[src/rtl/scan_seq_pkg.sv]
package scan_seq_pkg;

  typedef struct packed {
    logic sample;
    logic quench;
    logic frame_end;
  } frame_evt_t;

  function automatic int ramp_step(input int ramp_w, input int lines);
    if (lines > 1) return ((1 << ramp_w) - 1) / (lines - 1);
    return 0;
  endfunction

endpackage

[src/rtl/scan_period_timer.sv]
module scan_period_timer
  import scan_seq_pkg::*;
#(
  parameter int PERIOD_CYC = 600,
  parameter int QUENCH_CYC = 2
) (
  input  logic       clk_i,
  input  logic       rst_ni,
  input  logic       sync_i,
  output frame_evt_t evt_o
);
  localparam int POS_W = (PERIOD_CYC > 1) ? $clog2(PERIOD_CYC) : 1;
  localparam logic [POS_W-1:0] LAST_POS   = POS_W'(PERIOD_CYC - 1);
  localparam logic [POS_W-1:0] SAMPLE_POS = POS_W'(PERIOD_CYC - QUENCH_CYC - 1);
  localparam logic [POS_W-1:0] QUENCH_POS = POS_W'(PERIOD_CYC - QUENCH_CYC);

  logic [POS_W-1:0] pos_q, pos_d;
  logic             at_last;

  always_comb begin
    at_last = (pos_q == LAST_POS);
    if (sync_i || at_last) pos_d = '0;
    else                   pos_d = pos_q + 1'b1;
  end

  always_ff @(posedge clk_i or negedge rst_ni) begin
    if (!rst_ni) pos_q <= '0;
    else         pos_q <= pos_d;
  end

  always_comb begin
    evt_o.sample    = (pos_q == SAMPLE_POS);
    evt_o.quench    = (pos_q >= QUENCH_POS);
    evt_o.frame_end = at_last;
  end

  // sample is followed by quench unless the tail marker restarts the frame
  assert_sample_then_quench_R3: assert property (@(posedge clk_i) disable iff (!rst_ni)
    (evt_o.sample && !sync_i) |=> evt_o.quench);
  assert_strobe_exclusive_R2: assert property (@(posedge clk_i) disable iff (!rst_ni)
    !(evt_o.sample && evt_o.quench));
  assert_pos_in_frame_R6: assert property (@(posedge clk_i) disable iff (!rst_ni)
    pos_q <= LAST_POS);
  assert_sync_restart_R8: assert property (@(posedge clk_i) disable iff (!rst_ni)
    sync_i |=> (!evt_o.sample && !evt_o.quench && !evt_o.frame_end));
endmodule

[src/rtl/scan_line_stepper.sv]
module scan_line_stepper #(
  parameter int NUM_LINES = 200,
  localparam int LINE_W = (NUM_LINES > 1) ? $clog2(NUM_LINES) : 1
) (
  input  logic              clk_i,
  input  logic              rst_ni,
  input  logic              adv_i,
  output logic [LINE_W-1:0] line_o,
  output logic              wrap_o,
  output logic              scan_start_o
);
  localparam logic [LINE_W-1:0] TOP_LINE = LINE_W'(NUM_LINES - 1);

  logic [LINE_W-1:0] line_q, line_d;
  logic              line_en;
  logic              scan_q, scan_d;

  always_comb begin
    line_en = adv_i;
    wrap_o  = adv_i && (line_q == TOP_LINE);
    line_d  = (line_q == TOP_LINE) ? '0 : line_q + 1'b1;
    scan_d  = wrap_o;
  end

  always_ff @(posedge clk_i or negedge rst_ni) begin
    if (!rst_ni) begin
      line_q <= '0;
      scan_q <= 1'b0;
    end else begin
      if (line_en) line_q <= line_d;
      scan_q <= scan_d;
    end
  end

  assign line_o       = line_q;
  assign scan_start_o = scan_q;

  assert_line_in_range_R4: assert property (@(posedge clk_i) disable iff (!rst_ni)
    line_o <= TOP_LINE);
  assert_line_hold_R4: assert property (@(posedge clk_i) disable iff (!rst_ni)
    !adv_i |=> $stable(line_o));
  assert_scan_on_zero_R5: assert property (@(posedge clk_i) disable iff (!rst_ni)
    scan_start_o |-> (line_o == '0));
  assert_scan_single_R5: assert property (@(posedge clk_i) disable iff (!rst_ni)
    scan_start_o |=> !scan_start_o);
endmodule

[src/rtl/scan_ramp_gen.sv]
module scan_ramp_gen
  import scan_seq_pkg::*;
#(
  parameter int NUM_LINES = 200,
  parameter int RAMP_W    = 12,
  localparam int LINE_W = (NUM_LINES > 1) ? $clog2(NUM_LINES) : 1
) (
  input  logic              clk_i,
  input  logic              rst_ni,
  input  logic              adv_i,
  input  logic              wrap_i,
  input  logic [LINE_W-1:0] line_i,
  output logic [RAMP_W-1:0] ramp_o
);
  localparam int STEP = ramp_step(RAMP_W, NUM_LINES);

  logic [RAMP_W-1:0] ramp_q, ramp_d;
  logic              ramp_en;

  always_comb begin
    ramp_en = adv_i;
    if (wrap_i) ramp_d = '0;
    else        ramp_d = ramp_q + RAMP_W'(STEP);
  end

  always_ff @(posedge clk_i or negedge rst_ni) begin
    if (!rst_ni)      ramp_q <= '0;
    else if (ramp_en) ramp_q <= ramp_d;
  end

  assign ramp_o = ramp_q;

  // the accumulated ramp stays locked to the separately counted line index
  assert_ramp_tracks_line_R7: assert property (@(posedge clk_i) disable iff (!rst_ni)
    int'(ramp_o) == int'(line_i) * STEP);
endmodule

[src/rtl/scan_quench_sequencer.sv]
module scan_quench_sequencer
  import scan_seq_pkg::*;
#(
  parameter int PERIOD_CYC = 600,
  parameter int QUENCH_CYC = 2,
  parameter int NUM_LINES  = 200,
  parameter int RAMP_W     = 12,
  localparam int LINE_W = (NUM_LINES > 1) ? $clog2(NUM_LINES) : 1
) (
  input  logic              clk_i,
  input  logic              rst_ni,
  input  logic              tail_sync_i,
  output logic              sample_stb_o,
  output logic              quench_stb_o,
  output logic [LINE_W-1:0] line_idx_o,
  output logic [RAMP_W-1:0] ramp_code_o,
  output logic              scan_start_o
);
  frame_evt_t evt;
  logic       wrap;

  scan_period_timer #(
    .PERIOD_CYC(PERIOD_CYC),
    .QUENCH_CYC(QUENCH_CYC)
  ) u_timer (
    .clk_i (clk_i),
    .rst_ni(rst_ni),
    .sync_i(tail_sync_i),
    .evt_o (evt)
  );

  scan_line_stepper #(
    .NUM_LINES(NUM_LINES)
  ) u_lines (
    .clk_i       (clk_i),
    .rst_ni      (rst_ni),
    .adv_i       (evt.frame_end),
    .line_o      (line_idx_o),
    .wrap_o      (wrap),
    .scan_start_o(scan_start_o)
  );

  scan_ramp_gen #(
    .NUM_LINES(NUM_LINES),
    .RAMP_W   (RAMP_W)
  ) u_ramp (
    .clk_i (clk_i),
    .rst_ni(rst_ni),
    .adv_i (evt.frame_end),
    .wrap_i(wrap),
    .line_i(line_idx_o),
    .ramp_o(ramp_code_o)
  );

  assign sample_stb_o = evt.sample;
  assign quench_stb_o = evt.quench;

  // an abandoned frame never moves the sweep
  assert_no_advance_on_abort_R9: assert property (@(posedge clk_i) disable iff (!rst_ni)
    (tail_sync_i && !evt.frame_end) |=> $stable(line_idx_o));
  // the sweep moves only on the cycle after a quench
  assert_advance_after_quench_R4: assert property (@(posedge clk_i) disable iff (!rst_ni)
    !quench_stb_o |=> $stable(line_idx_o));
endmodule

[config.mk]
export PLATFORM = sky130hd
export DESIGN_NAME = scan_quench_sequencer
export DESIGN_NICKNAME = d
export VERILOG_FILES = /design/src/rtl/scan_seq_pkg.sv /design/src/rtl/scan_period_timer.sv /design/src/rtl/scan_line_stepper.sv /design/src/rtl/scan_ramp_gen.sv /design/src/rtl/scan_quench_sequencer.sv
export SDC_FILE = /design/constraint.sdc
export NUM_CORES = 1
export LEC_CHECK = 0
export BUFFER_PORTS_ARGS = -buffer_cell sky130_fd_sc_hd__buf_2
export CAP_MARGIN = 20
export CORE_AREA = 10 10 65 67
export CTS_CLUSTER_DIAMETER = 200
export CTS_CLUSTER_SIZE = 16
export DETAILED_ROUTE_END_ITERATION = 8
export DIE_AREA = 0 0 75 77
export PLACE_DENSITY = 0.8
export SETUP_SLACK_MARGIN = 0.1
export SLEW_MARGIN = 25
export SYNTH_ARGS = -nofsm -noshare
export SYNTH_HDL_FRONTEND = slang
export SYNTH_SLANG_ARGS = --single-unit
[constraint.sdc]
create_clock -name clk_i -period 4 [get_ports clk_i]
set_input_delay 0.2 -clock clk_i [delete_from_list [all_inputs] [get_ports clk_i]]
set_output_delay 0.2 -clock clk_i [all_outputs]
set_load 0.01 [all_outputs]
==> summary.md <==
| Metric | Value |
|---|---|
| Die ar. | 0.005775 mm^2 |
| Routed Wire Length | 3.367 mm |
| Largest net degree at the start of global routing | 30 |
| Compound-cell area share of the yosys netlist | 10.45% |
| First-pass GRT wire length | 5.589 mm |
| Synthesized area per cell | 9.403 um^2 |
| CP peak stage delay | 0.48 ns |
| Sw Ratio | 24.93% |
| Hold Crit Class | in2reg |
| Fill count | 273 |
| Simple-gate share of the synthesized area | 26.69% |
| Worst hold path stage count | 2 |
| Setup Slack @ Placement | 2.141 ns |
| Sink Count | 29 |
| GR Overflow Total | 0 |
| YS warnings | 0 |
| Area of the multi-input gates | 735.7 um^2 |
| TritonCTS buffer count | 5 |
| GPL Wtd Cong | 0.9128 |
| Crit. Startpoint | u_lines.line_o[0] |
| Post-synth top cells | 29 x dfrtp_1, 15 x nand3_1, 15 x nor2_1 |
| Clk Latency, worst-skew pair | 0.34 ns |
| Largest cells by area after synthesis | dfrtp_1 47%, nand3_1 4.9%, xnor2_1 4.6% |
| Clk root buf | clkbuf_4 |
| Final Core Density | 57.52% |
| Detailed Place HPWL | 2.440 mm |
| Slowest cell on crit path | or4b_1 |
| Share of flip-flops with an asynchronous set or reset | 100.0% |
| Total global-route track usage | 12.17% |
| Clock slew at reported path FFs | 0.10 ns |
| CP Buf/Inv Count | 0 |
| Flops & latches, synth | 29 |
| Internal | 0.3672 mW |
| Post-Synth Adder-Cell Area | 4.082% |
| Slew @ Worst Pin | 0.6345 ns |
| Post-cts resize count | 0 |
| WP data required | 4.29 ns |
| Max VDD drop | 0.0001411 V |
| Die width | 75 um |
| Post-Syn Area | 0.001533 mm^2 |
| Io pins | 26 |
| Post-Syn Instances | 163 |
| Synth unique cells | 37 |
| Synth Area in XOR/XNOR | 6.286% |
| Relative slew slack | 57.70% |
| Worst Hold Launch | tail_sync_i |
| Residual DRC count | 0 |
| Hold Slack | 0.01432 ns |
| Slew Limit Fails | 0 |
| Core Rows | 20 |
| DRT iter0 DRCs | 87 |
| Crit end category | register |
| Flop2flop setup slack | 2.13 ns |
| Critical Path Fanout Max | 14 |
| Buffers on Ports | 23 |
| Final period util | 46.76% |
| FF/Latch Area | 725.7 um^2 |
| Worst Clk Skew | 0.01640 ns |
| Largest family of logic cells by synthesized area | simple AND/OR/NAND/NOR gates |
| WL/cell | 15.24 um |
| Power per cell area | 285.5 mW/mm^2 |
| Vias per cell | 5.683 |
| Switching pwr | 0.1219 mW |
| Fin nets | 195 |
| Critical path's top delay family | simple AND/OR/NAND/NOR gates |
| Worst Setup Start Kind | register |
| Top cell type's share of synthesized area | 47.35% |
| Worst r2r src | u_lines.line_o[0] |
| Post-synthesis cell type with the largest combined area | dfrtp_1 |
| CP Cell Sequence | ha_1 > and4b_1 > nand2_1 > or4b_1 > nand3_1 |
| LEAKAGE | 0.8175 nW |
| Initial Util | 51.47% |
| Status | finished, final reports clean |
| R2r worst-path depth | 5 |
| Worst Slack Setup Final | 2.130 ns |
| CTS tree | built |
| Worst EP arrival | 2.16 ns |
| Post-synth EDFFs | 0 |
| Post-DRT Antenna Nets | 0 |
| Drt first pass iters | 4 |
| Most common cell in the synthesized netlist | dfrtp_1 |
| Critical path type | reg2reg |
| Maximum Capacitance Violations | 0 |
| Minimum clock period after layout | 1.870 ns |
| Clock buffer depth | 2 |
| Core area | 0.002978 mm^2 |
| Antenna diode count | 0 |
| Vias in the first global route | 1235 |
| Post-CTS Setup Inserts | 0 |
| Comb power frac | 3.5% |
| Mux cell area share after synthesis | 0% |
| Initial antenna violation count | 0 |
| Clock power share | 35.4% |
| Share of the yosys chip area belonging to registers | 47.35% |
| FF-to-FF End | u_ramp.ramp_o[11] |
| RSZ-0062 raised after global routing | no |
| Hold worst-path end | u_timer.pos_q[2] |
| Deepest level of the CTS H-tree | 2 |
| Sequential power share | 61.2% |
| Top FF cell, synth | dfrtp_1 |
| Final Hold Vio Count | 0 |
| Die Y | 77 um |
| Setup Total Neg Slack | 0 ns |
| Layout cells sized above 1 | 19.15% |
| P&R area growth vs syn | 11.75% |
| Vias | 1256 |
| Final setup violation count | 0 |
| CTS hold repair buffers | 1 |
| Max frequency | 534.7 MHz |
==> power by group through the flow <==
stage,logic (mW),clock network (mW),registers [mW]
after floorplan,0.00978,0,0.304
after global placement,0.0156,0,0.305
after detailed placement,0.0169,0,0.305
after CTS,0.0177,0.179,0.299
after global routing,0.0199,0.196,0.300
final,0.0170,0.173,0.299
==> per-layer routing <==
metal	global-route usage, %	share of wire (%)	vias to the layer above
met5	0	0	-
met4	4.167	1.3	0
met3	4.762	6.7	7
met2	20.60	52	33
met1	13.22	40	601
li1	-	-	615
==> cell usage in the layout, fill, tap and decap left out, types with 2 or more instances in the layout <==
master	instances
nand2_1	13
inv_1	9
nor2_1	15
o22ai_1	6
clkinv_2	2
and3_1	4
xor2_1	3
o21ai_0	6
clkbuf_4	5
conb_1	2
nand4_1	8
and4_1	2
a21oi_1	9
dfrtp_1	29
nand2b_1	4
buf_2	23
nand3_1	15
ha_1	5
xnor2_1	8
==> worst max-delay path by stage <==
stage / end / slack, ns / depth (start not counted)
final: u_ramp.ramp_o[11] / 2.13 / 5
after global routing: u_lines.line_o[3] / 2.00 / 5
after CTS: u_ramp.ramp_o[11] / 2.13 / 5
after detailed placement: u_lines.line_o[3] / 2.14 / 5
after global placement: u_ramp.ramp_o[11] / 2.21 / 5
after floorplan: u_ramp.ramp_o[10] / 2.40 / 6
==> layout make-up <==
type                            count  area share, %
Sequential cell                    29          42.37
Clock inverter                      2         0.5844
Timing Repair Buffer               24          7.305
Tap cell                           33          2.411
Inverter                            9          1.972
Multi-Input combinational cell    118          42.95
Clock buffer                        6          2.411
==> state kept, by name, indices dropped and copies added (netlist names) <==
signal,count
u_lines.line_o,8
u_lines.scan_start_o,1
u_ramp.ramp_o,10
u_timer.pos_q,10
==> metrics by stage <==
| stage | total power [mW] | instances | instance area [um^2] |
|---|---|---|---|
| 6_report | 0.4891 | 221 | 1713 |
| 5_1_grt | 0.5158 | 221 | 1713 |
| 4_1_cts | 0.4959 | 221 | 1713 |
| 3_5_place_dp | 0.3220 | 212 | 1652 |
| 3_3_place_gp | 0.3202 | 212 | 1652 |
| 2_1_floorplan | 0.3139 | 164 | 1536 |
==> cell families (layout without fill, tap and decap cells) <==
family	count (synthesis)	count (layout)
adder cells (fa/ha/maj)	5	5
XOR/XNOR	11	11
AND/OR/NAND/NOR	73	73
other	1	2
flip-flops	29	29
buffers and inverters	17	41
AO/OA/AOI/OAI	27	27
Note: power is estimated with default switching activity, not from simulation.
